File: src/rtl/ld_pkg.sv
package ld_pkg;
  typedef enum logic [1:0] {
    ST_IDLE = 2'd0,
    ST_SYNC = 2'd1,
    ST_SEND = 2'd2
  } ld_state_e;
endpackage

File: src/rtl/ld_cycle_timer.sv
module ld_cycle_timer #(
  parameter int unsigned PERIOD = 512
) (
  input  logic clk_i,
  input  logic rst_ni,
  input  logic run_i,
  output logic tick_o
);
  localparam int unsigned CNT_W = (PERIOD > 1) ? $clog2(PERIOD) : 1;
  localparam logic [CNT_W-1:0] LAST = CNT_W'(PERIOD - 1);

  logic [CNT_W-1:0] cnt_q;

  assign tick_o = run_i && (cnt_q == LAST);

  always_ff @(posedge clk_i or negedge rst_ni) begin
    if (!rst_ni)              cnt_q <= '0;
    else if (!run_i || tick_o) cnt_q <= '0;
    else                      cnt_q <= cnt_q + 1'b1;
  end


  tick_spacing_chk: assert property (@(posedge clk_i) disable iff (!rst_ni)
    tick_o |=> !tick_o);
endmodule

File: src/rtl/ld_slot_select.sv
module ld_slot_select #(
  parameter int unsigned NUM_LANES      = 6,
  parameter int unsigned WORDS_PER_LANE = 5,
  parameter int unsigned WORD_W         = 32
) (
  input  logic [NUM_LANES*WORDS_PER_LANE*WORD_W-1:0] snap_i,
  input  logic [$clog2(WORDS_PER_LANE)-1:0]          slot_i,
  output logic [(NUM_LANES+1)*WORD_W-1:0]            lane_words_o
);
  localparam int unsigned NUM_WORDS = NUM_LANES * WORDS_PER_LANE;
  localparam int unsigned SLOT_W    = $clog2(WORDS_PER_LANE);

  function automatic logic [WORD_W-1:0] pick_word(
    input logic [NUM_WORDS*WORD_W-1:0] buf_w,
    input int unsigned                 lane,
    input logic [SLOT_W-1:0]           slot
  );
    logic [WORD_W-1:0] w;
    w = '0;
    for (int unsigned k = 0; k < WORDS_PER_LANE; k++) begin
      if (slot == SLOT_W'(k)) w = buf_w[(lane*WORDS_PER_LANE + k)*WORD_W +: WORD_W];
    end
    return w;
  endfunction

  logic [WORD_W-1:0] chk_w;

  for (genvar g = 0; g < NUM_LANES; g++) begin : g_lane
    assign lane_words_o[g*WORD_W +: WORD_W] = pick_word(snap_i, g, slot_i);
  end

  always_comb begin
    chk_w = '0;
    for (int unsigned l = 0; l < NUM_LANES; l++) begin
      chk_w = chk_w ^ lane_words_o[l*WORD_W +: WORD_W];
    end
  end

  assign lane_words_o[NUM_LANES*WORD_W +: WORD_W] = chk_w;
endmodule

File: src/rtl/ld_accept_tracker.sv
module ld_accept_tracker #(
  parameter int unsigned NUM_T = 7
) (
  input  logic             clk_i,
  input  logic             rst_ni,
  input  logic             arm_i,
  input  logic [NUM_T-1:0] ready_i,
  output logic [NUM_T-1:0] valid_o,
  output logic             done_o
);
  logic [NUM_T-1:0] pend_q;

  assign valid_o = pend_q;
  assign done_o  = (|pend_q) && ((pend_q & ~ready_i) == '0);

  always_ff @(posedge clk_i or negedge rst_ni) begin
    if (!rst_ni)    pend_q <= '0;
    else if (arm_i) pend_q <= '1;
    else            pend_q <= pend_q & ~ready_i;
  end

  for (genvar g = 0; g < NUM_T; g++) begin : g_chk

    lane_drop_chk: assert property (@(posedge clk_i) disable iff (!rst_ni)
      (valid_o[g] && ready_i[g] && !arm_i) |=> !valid_o[g]);
  end
endmodule

File: src/rtl/ld_lane_distributor.sv
module ld_lane_distributor
  import ld_pkg::*;
#(
  parameter int unsigned NUM_LANES      = 6,
  parameter int unsigned WORDS_PER_LANE = 5,
  parameter int unsigned WORD_W         = 32,
  parameter int unsigned PERIOD         = 512,
  parameter int unsigned SYNC_CYCLES    = 4
) (
  input  logic                                       clk_i,
  input  logic                                       rst_ni,
  input  logic                                       run_i,
  input  logic [NUM_LANES*WORDS_PER_LANE*WORD_W-1:0] pkt_words_i,
  output logic                                       sync_o,
  output logic [NUM_LANES:0]                         lane_valid_o,
  input  logic [NUM_LANES:0]                         lane_ready_i,
  output logic [(NUM_LANES+1)*WORD_W-1:0]            lane_word_o,
  output logic                                       overrun_o
);
  localparam int unsigned NUM_T  = NUM_LANES + 1;
  localparam int unsigned SLOT_W = $clog2(WORDS_PER_LANE);
  localparam int unsigned SC_W   = (SYNC_CYCLES > 1) ? $clog2(SYNC_CYCLES) : 1;
  localparam logic [SLOT_W-1:0] LAST_SLOT = SLOT_W'(WORDS_PER_LANE - 1);
  localparam logic [SC_W-1:0]   LAST_SC   = SC_W'(SYNC_CYCLES - 1);

  ld_state_e state_q;
  logic [SC_W-1:0]   sc_q;
  logic [SLOT_W-1:0] slot_q;
  logic [NUM_LANES*WORDS_PER_LANE*WORD_W-1:0] snap_q;
  logic ovr_q;
  logic tick, done, arm, last_slot, sync_end;

  ld_cycle_timer #(.PERIOD(PERIOD)) timer_i (
    .clk_i (clk_i), .rst_ni(rst_ni), .run_i(run_i), .tick_o(tick)
  );

  ld_slot_select #(
    .NUM_LANES(NUM_LANES), .WORDS_PER_LANE(WORDS_PER_LANE), .WORD_W(WORD_W)
  ) select_i (
    .snap_i(snap_q), .slot_i(slot_q), .lane_words_o(lane_word_o)
  );

  ld_accept_tracker #(.NUM_T(NUM_T)) track_i (
    .clk_i(clk_i), .rst_ni(rst_ni), .arm_i(arm),
    .ready_i(lane_ready_i), .valid_o(lane_valid_o), .done_o(done)
  );

  assign last_slot = (slot_q == LAST_SLOT);
  assign sync_end  = (state_q == ST_SYNC) && (sc_q == LAST_SC);
  assign arm       = sync_end || ((state_q == ST_SEND) && done && !last_slot);
  assign sync_o    = (state_q == ST_SYNC);
  assign overrun_o = ovr_q;

  always_ff @(posedge clk_i or negedge rst_ni) begin
    if (!rst_ni) begin
      state_q <= ST_IDLE;
      sc_q    <= '0;
      slot_q  <= '0;
      snap_q  <= '0;
    end else begin
      case (state_q)
        ST_IDLE: if (tick) begin
          snap_q  <= pkt_words_i;
          sc_q    <= '0;
          state_q <= ST_SYNC;
        end
        ST_SYNC: if (sync_end) begin
          slot_q  <= '0;
          state_q <= ST_SEND;
        end else begin
          sc_q <= sc_q + 1'b1;
        end
        ST_SEND: if (done) begin
          if (last_slot) state_q <= ST_IDLE;
          else           slot_q  <= slot_q + 1'b1;
        end
        default: state_q <= ST_IDLE;
      endcase
    end
  end

  always_ff @(posedge clk_i or negedge rst_ni) begin
    if (!rst_ni)                          ovr_q <= 1'b0;
    else if (tick && state_q != ST_IDLE) ovr_q <= 1'b1;
  end


  sync_then_offer_chk: assert property (@(posedge clk_i) disable iff (!rst_ni)
    $fell(sync_o) |-> (&lane_valid_o));

  sync_excl_chk: assert property (@(posedge clk_i) disable iff (!rst_ni)
    sync_o |-> (lane_valid_o == '0));

  ovr_sticky_chk: assert property (@(posedge clk_i) disable iff (!rst_ni)
    overrun_o |=> overrun_o);

  for (genvar g = 0; g < NUM_T; g++) begin : g_hold

    word_hold_chk: assert property (@(posedge clk_i) disable iff (!rst_ni)
      (lane_valid_o[g] && !lane_ready_i[g]) |=>
        (lane_valid_o[g] && $stable(lane_word_o[g*WORD_W +: WORD_W])));
  end
endmodule

File: config.mk
export PLATFORM = sky130hd
export DESIGN_NAME = ld_lane_distributor
export DESIGN_NICKNAME = d
export VERILOG_FILES = /design/src/rtl/ld_pkg.sv /design/src/rtl/ld_cycle_timer.sv /design/src/rtl/ld_slot_select.sv /design/src/rtl/ld_accept_tracker.sv /design/src/rtl/ld_lane_distributor.sv
export SDC_FILE = /design/constraint.sdc
export NUM_CORES = 1
export LEC_CHECK = 0
export ABC_AREA = 0
export BUFFER_PORTS_ARGS = -buffer_cell sky130_fd_sc_hd__buf_4
export CAP_MARGIN = 20
export CORE_AREA = 3 3 461 463
export CTS_CLUSTER_SIZE = 20
export DETAILED_ROUTE_END_ITERATION = 10
export DIE_AREA = 0 0 464 466
export HOLD_SLACK_MARGIN = 0.02
export PLACE_DENSITY = 0.41
export SYNTH_ARGS = -nofsm -noshare
export SYNTH_HDL_FRONTEND = slang
export SYNTH_HIERARCHICAL = 1
export SYNTH_SLANG_ARGS = --single-unit
File: constraint.sdc
create_clock -name clk_i -period 3.15 [get_ports clk_i]
set_clock_uncertainty 0.15 [all_clocks]
set_input_delay 0.1575 -clock clk_i [delete_from_list [all_inputs] [get_ports clk_i]]
set_output_delay 0.1575 -clock clk_i [all_outputs]
set_load 0.03 [all_outputs]
==> results.py <==
metrics = {
    "worst_setup_path": {
        "flop2flop_setup_slack_ns": 0.20,
        "timing.reg2reg.worst_path_depth": 11,
        "critPathKind": "reg2out",
        "critical_path.reg2reg.endpoint": "snap_q[86]",
        "end_kind": "output pin",
        "crit_required_ns": 2.84,
        "critical_path_peak_fanout": 13,
        "regToRegStartpoint": "timer_i/cnt_q[0]",
        "arrival_ns": 3.55,
        "critPathLaunchType": "flip-flop",
    },
    "die": {
        "initial_core_util_pct": 22.2,
        "die_width_um": 464,
        "dieArea_um2": 216000,
        "die_outline_height_um": 466,
        "coreArea_um2": 209000,
        "fp-row-count": 168,
        "top_level_ports": 1203,
    },
    "synth": {
        "synth_area_um2": 46400,
        "synth_edf_count": 0,
        "ys_seq_area_share_pct": 53.0,
        "synthDistinctLibCells": 48,
        "yosys_register_bits": 984,
        "synth.avg_cell_area_um2": 8.85,
        "synthesis.instances": 5246,
        "synthesis.yosys.warnings": 6,
        "synth_fp_nets": 6221,
        "synthArstFlopShare_pct": 100,
        "dominantRegCellSynth": "dfrtp_1",
    },
    "grt": {
        "grt_pass1_vias": 53800,
        "grt_antenna_before_repair": 53,
        "grt_max_degree": 155,
        "grt_pass1_wl_um": 394000,
        "gr-usage-all-layers_pct": 25.2,
        "globalRouteOverflowTotal": 0,
    },
    "clock_tree": {
        "tritoncts_clock_tree": "built",
        "cts-buffers-inserted": 119,
        "insertion_delay_ns": 0.76,
        "cts-root-buf": "clkbuf_16",
        "clk_path_buf_depth": 3,
        "cts.htree.levels": 3,
        "cts.reportedPaths.clkPinSlew_ns": 0.06,
        "clock-sinks": 984,
    },
    "status": {
        "run_status": "finished, violations left",
        "failed_checks": "setup timing",
    },
    "power": {
        "max-vdd-ir-drop_uv": 441,
        "cellPowerDensity_nw_per_um2": 347,
        "power_leakage_nw": 46.2,
        "post-layout-total-power_mw": 30.6,
    },
    "place": {
        "placed_area_um2": 61200,
        "placement.setup.worst_slack_ns": -0.542,
        "portBuffers": 1202,
        "dp_hpwl_um": 205000,
        "gp_congestion": 0.878,
    },
    "drt": {
        "routed-via-count": 51100,
        "drc": 0,
        "drtPass1Iterations": 7,
        "ant_nets": 0,
        "vias_per_cell": 4.43,
        "drt-initial-drc-count": 3618,
        "totalWireLength_um": 282000,
        "wl_per_cell_um": 24.4,
    },
    "min_path": {
        "hold_path_class": "in2reg",
        "hold_path_startpoint": "pkt_words_i[888]",
        "worst_hold_path.num_cells": 4,
        "endpoint_of_the_worst_hold_path": "snap_q[888]",
    },
    "timing": {
        "setup_viol_count_final": 74,
        "fmaxAchievable_mhz": 259,
        "unrepaired_setup_endpoints_after_global_routing": "true",
        "final_max_slew_viol_count": 0,
        "finalWorstPathRequiredPeriod_ns": 3.86,
        "setup_slack_ns": -0.711,
        "setup-tns-final_ns": -22.12,
        "worst_slew_pin_slew_ns": 1.03,
        "fin_crit_sh_pct": 123,
        "timing_hold_violations_final": 0,
        "worst_slew_margin_rel_pct": 31.3,
    },
    "cells_and_area": {
        "layout-area-overhead-vs-synth_pct": 89.6,
        "final_util_pct": 42.1,
        "final_layout_size_suffix_gt1_share_pct": 24.8,
        "num-nets-final": 9564,
        "layout.cells.most_common_list": "nand2_1, dlygate4sd3_1, buf_4",
        "fillers": 20100,
        "design_area_um2": 88000,
        "layout.cells.most_common": "nand2_1",
    },
    "flow_run": {
        "max_cap_viol_count": 0,
    },
}
[routing by layer]
layer	up-vias	global-route usage (%)	wire length, um
li1	23500	-	-
met1	25300	31.6	118000
met2	1787	43.0	137000
met3	434	4.24	14200
met4	18	10.2	13000
met5	-	0	90
[registers in the layout, summed over array words and instances, names as in the netlist]
register	flops
timer_i/cnt_q	9
overrun_o	1
sc_q	2
state_q	2
track_i/valid_o	7
slot_q	3
snap_q	960
[cells by family (layout without fill, tap and decap cells)]
group	count (synthesis)	in the layout	synth area share, %
AND/OR/NAND/NOR	3079	3079	25.3
flip-flops	984	984	53.0
multiplexers	352	352	7.98
AO/OA/AOI/OAI	349	349	6.16
buffers and inverters	346	3784	3.95
XOR/XNOR	131	131	3.47
adder cells (fa/ha/maj)	5	5	0.135
other	0	36	0
[final cells by class]
class                      instances  area [um2]  share of cell area (%)
timing repair buffer            3562       34400                    39.1
sequential                       984       24600                    28.0
multi-input combinational       3916       21300                    24.2
tap                             2805        3510                    3.99
clock buffer                     165        3430                    3.90
clock inverter                    51         607                   0.689
antenna                           36        90.1                   0.102
inverter                           6        22.5                  0.0256
[critical path: stages, from the launching register on]
cell and delay [ns]:
dfrtp_4 0.54, buf_12 0.19, buf_16 0.17, mux2_1 0.34, a221o_2 0.43, xor2_2 0.34
buf_6 0.18, xnor3_2 0.40, buf_6 0.17
[power breakdown]
group | total (mW) | internal (mW) | switching (mW)
Clock | 14.5 | 8.48 | 6.05
Combinational | 3.40 | 2.33 | 1.07
Sequential | 12.6 | 12.6 | 0.00280
[per-stage QoR]
stage | hold WS, ns | std cells
after detailed placement | -0.0370 | 9289
after global routing | 0.0318 | 11500
final | 0.0774 | 11500
after CTS | 0.0202 | 11500
after global placement | -0.0385 | 9289
after floorplan | -0.288 | 5246
[synthesized netlist by cell type, types with 3 or more instances]
cell type / n / area, um2
mux2_4: 10 / 150
nand2_1: 2889 / 10800
mux2i_1: 237 / 2370
xor3_1: 18 / 428
xor2_1: 82 / 718
a21oi_1: 3 / 15.0
dfrtp_1: 984 / 24600
and2_1: 4 / 25.0
o2bb2ai_1: 68 / 596
ha_1: 5 / 62.6
o221ai_1: 15 / 131
nand2b_1: 16 / 100
o21ai_0: 60 / 300
buf_1: 10 / 37.5
or3_1: 3 / 18.8
a22oi_1: 37 / 278
a221o_1: 111 / 1110
xnor3_1: 14 / 315
o21a_1: 44 / 330
a2bb2o_1: 8 / 80.1
buf_6: 21 / 236
nor2_1: 117 / 439
clkbuf_1: 53 / 199
xnor2_1: 17 / 149
buf_4: 22 / 165
buf_2: 233 / 1170
mux2_1: 79 / 890
nor2b_1: 4 / 25.0
nand3_1: 30 / 150
mux2_2: 26 / 293
inv_1: 6 / 22.5
[what timing repair did]
action | CTS | global route
endpoints found under the setup margin | 182 | 189
hold endpoints to repair | 1928 | 0
setup buffers | 74 | 32
resized for setup | 376 | 189
pin swaps | 60 | 69
gates cloned | 18 | 6
hold buffers | 1861 | 0
[worst max path at each step]
stage / start / endpoint / slack [ns] / depth (start not counted)
CTS: slot_q[0] / lane_word_o[198] / -0.84 / 11
detailed placement: slot_q[2] / lane_word_o[195] / -0.54 / 9
global placement: slot_q[2] / lane_word_o[195] / -0.54 / 9
floorplan: slot_q[2] / lane_word_o[204] / 0.44 / 8
finish: slot_q[2] / lane_word_o[202] / -0.71 / 8
global route: slot_q[0] / lane_word_o[216] / -0.81 / 10
Power figures use the tool's default switching activity.
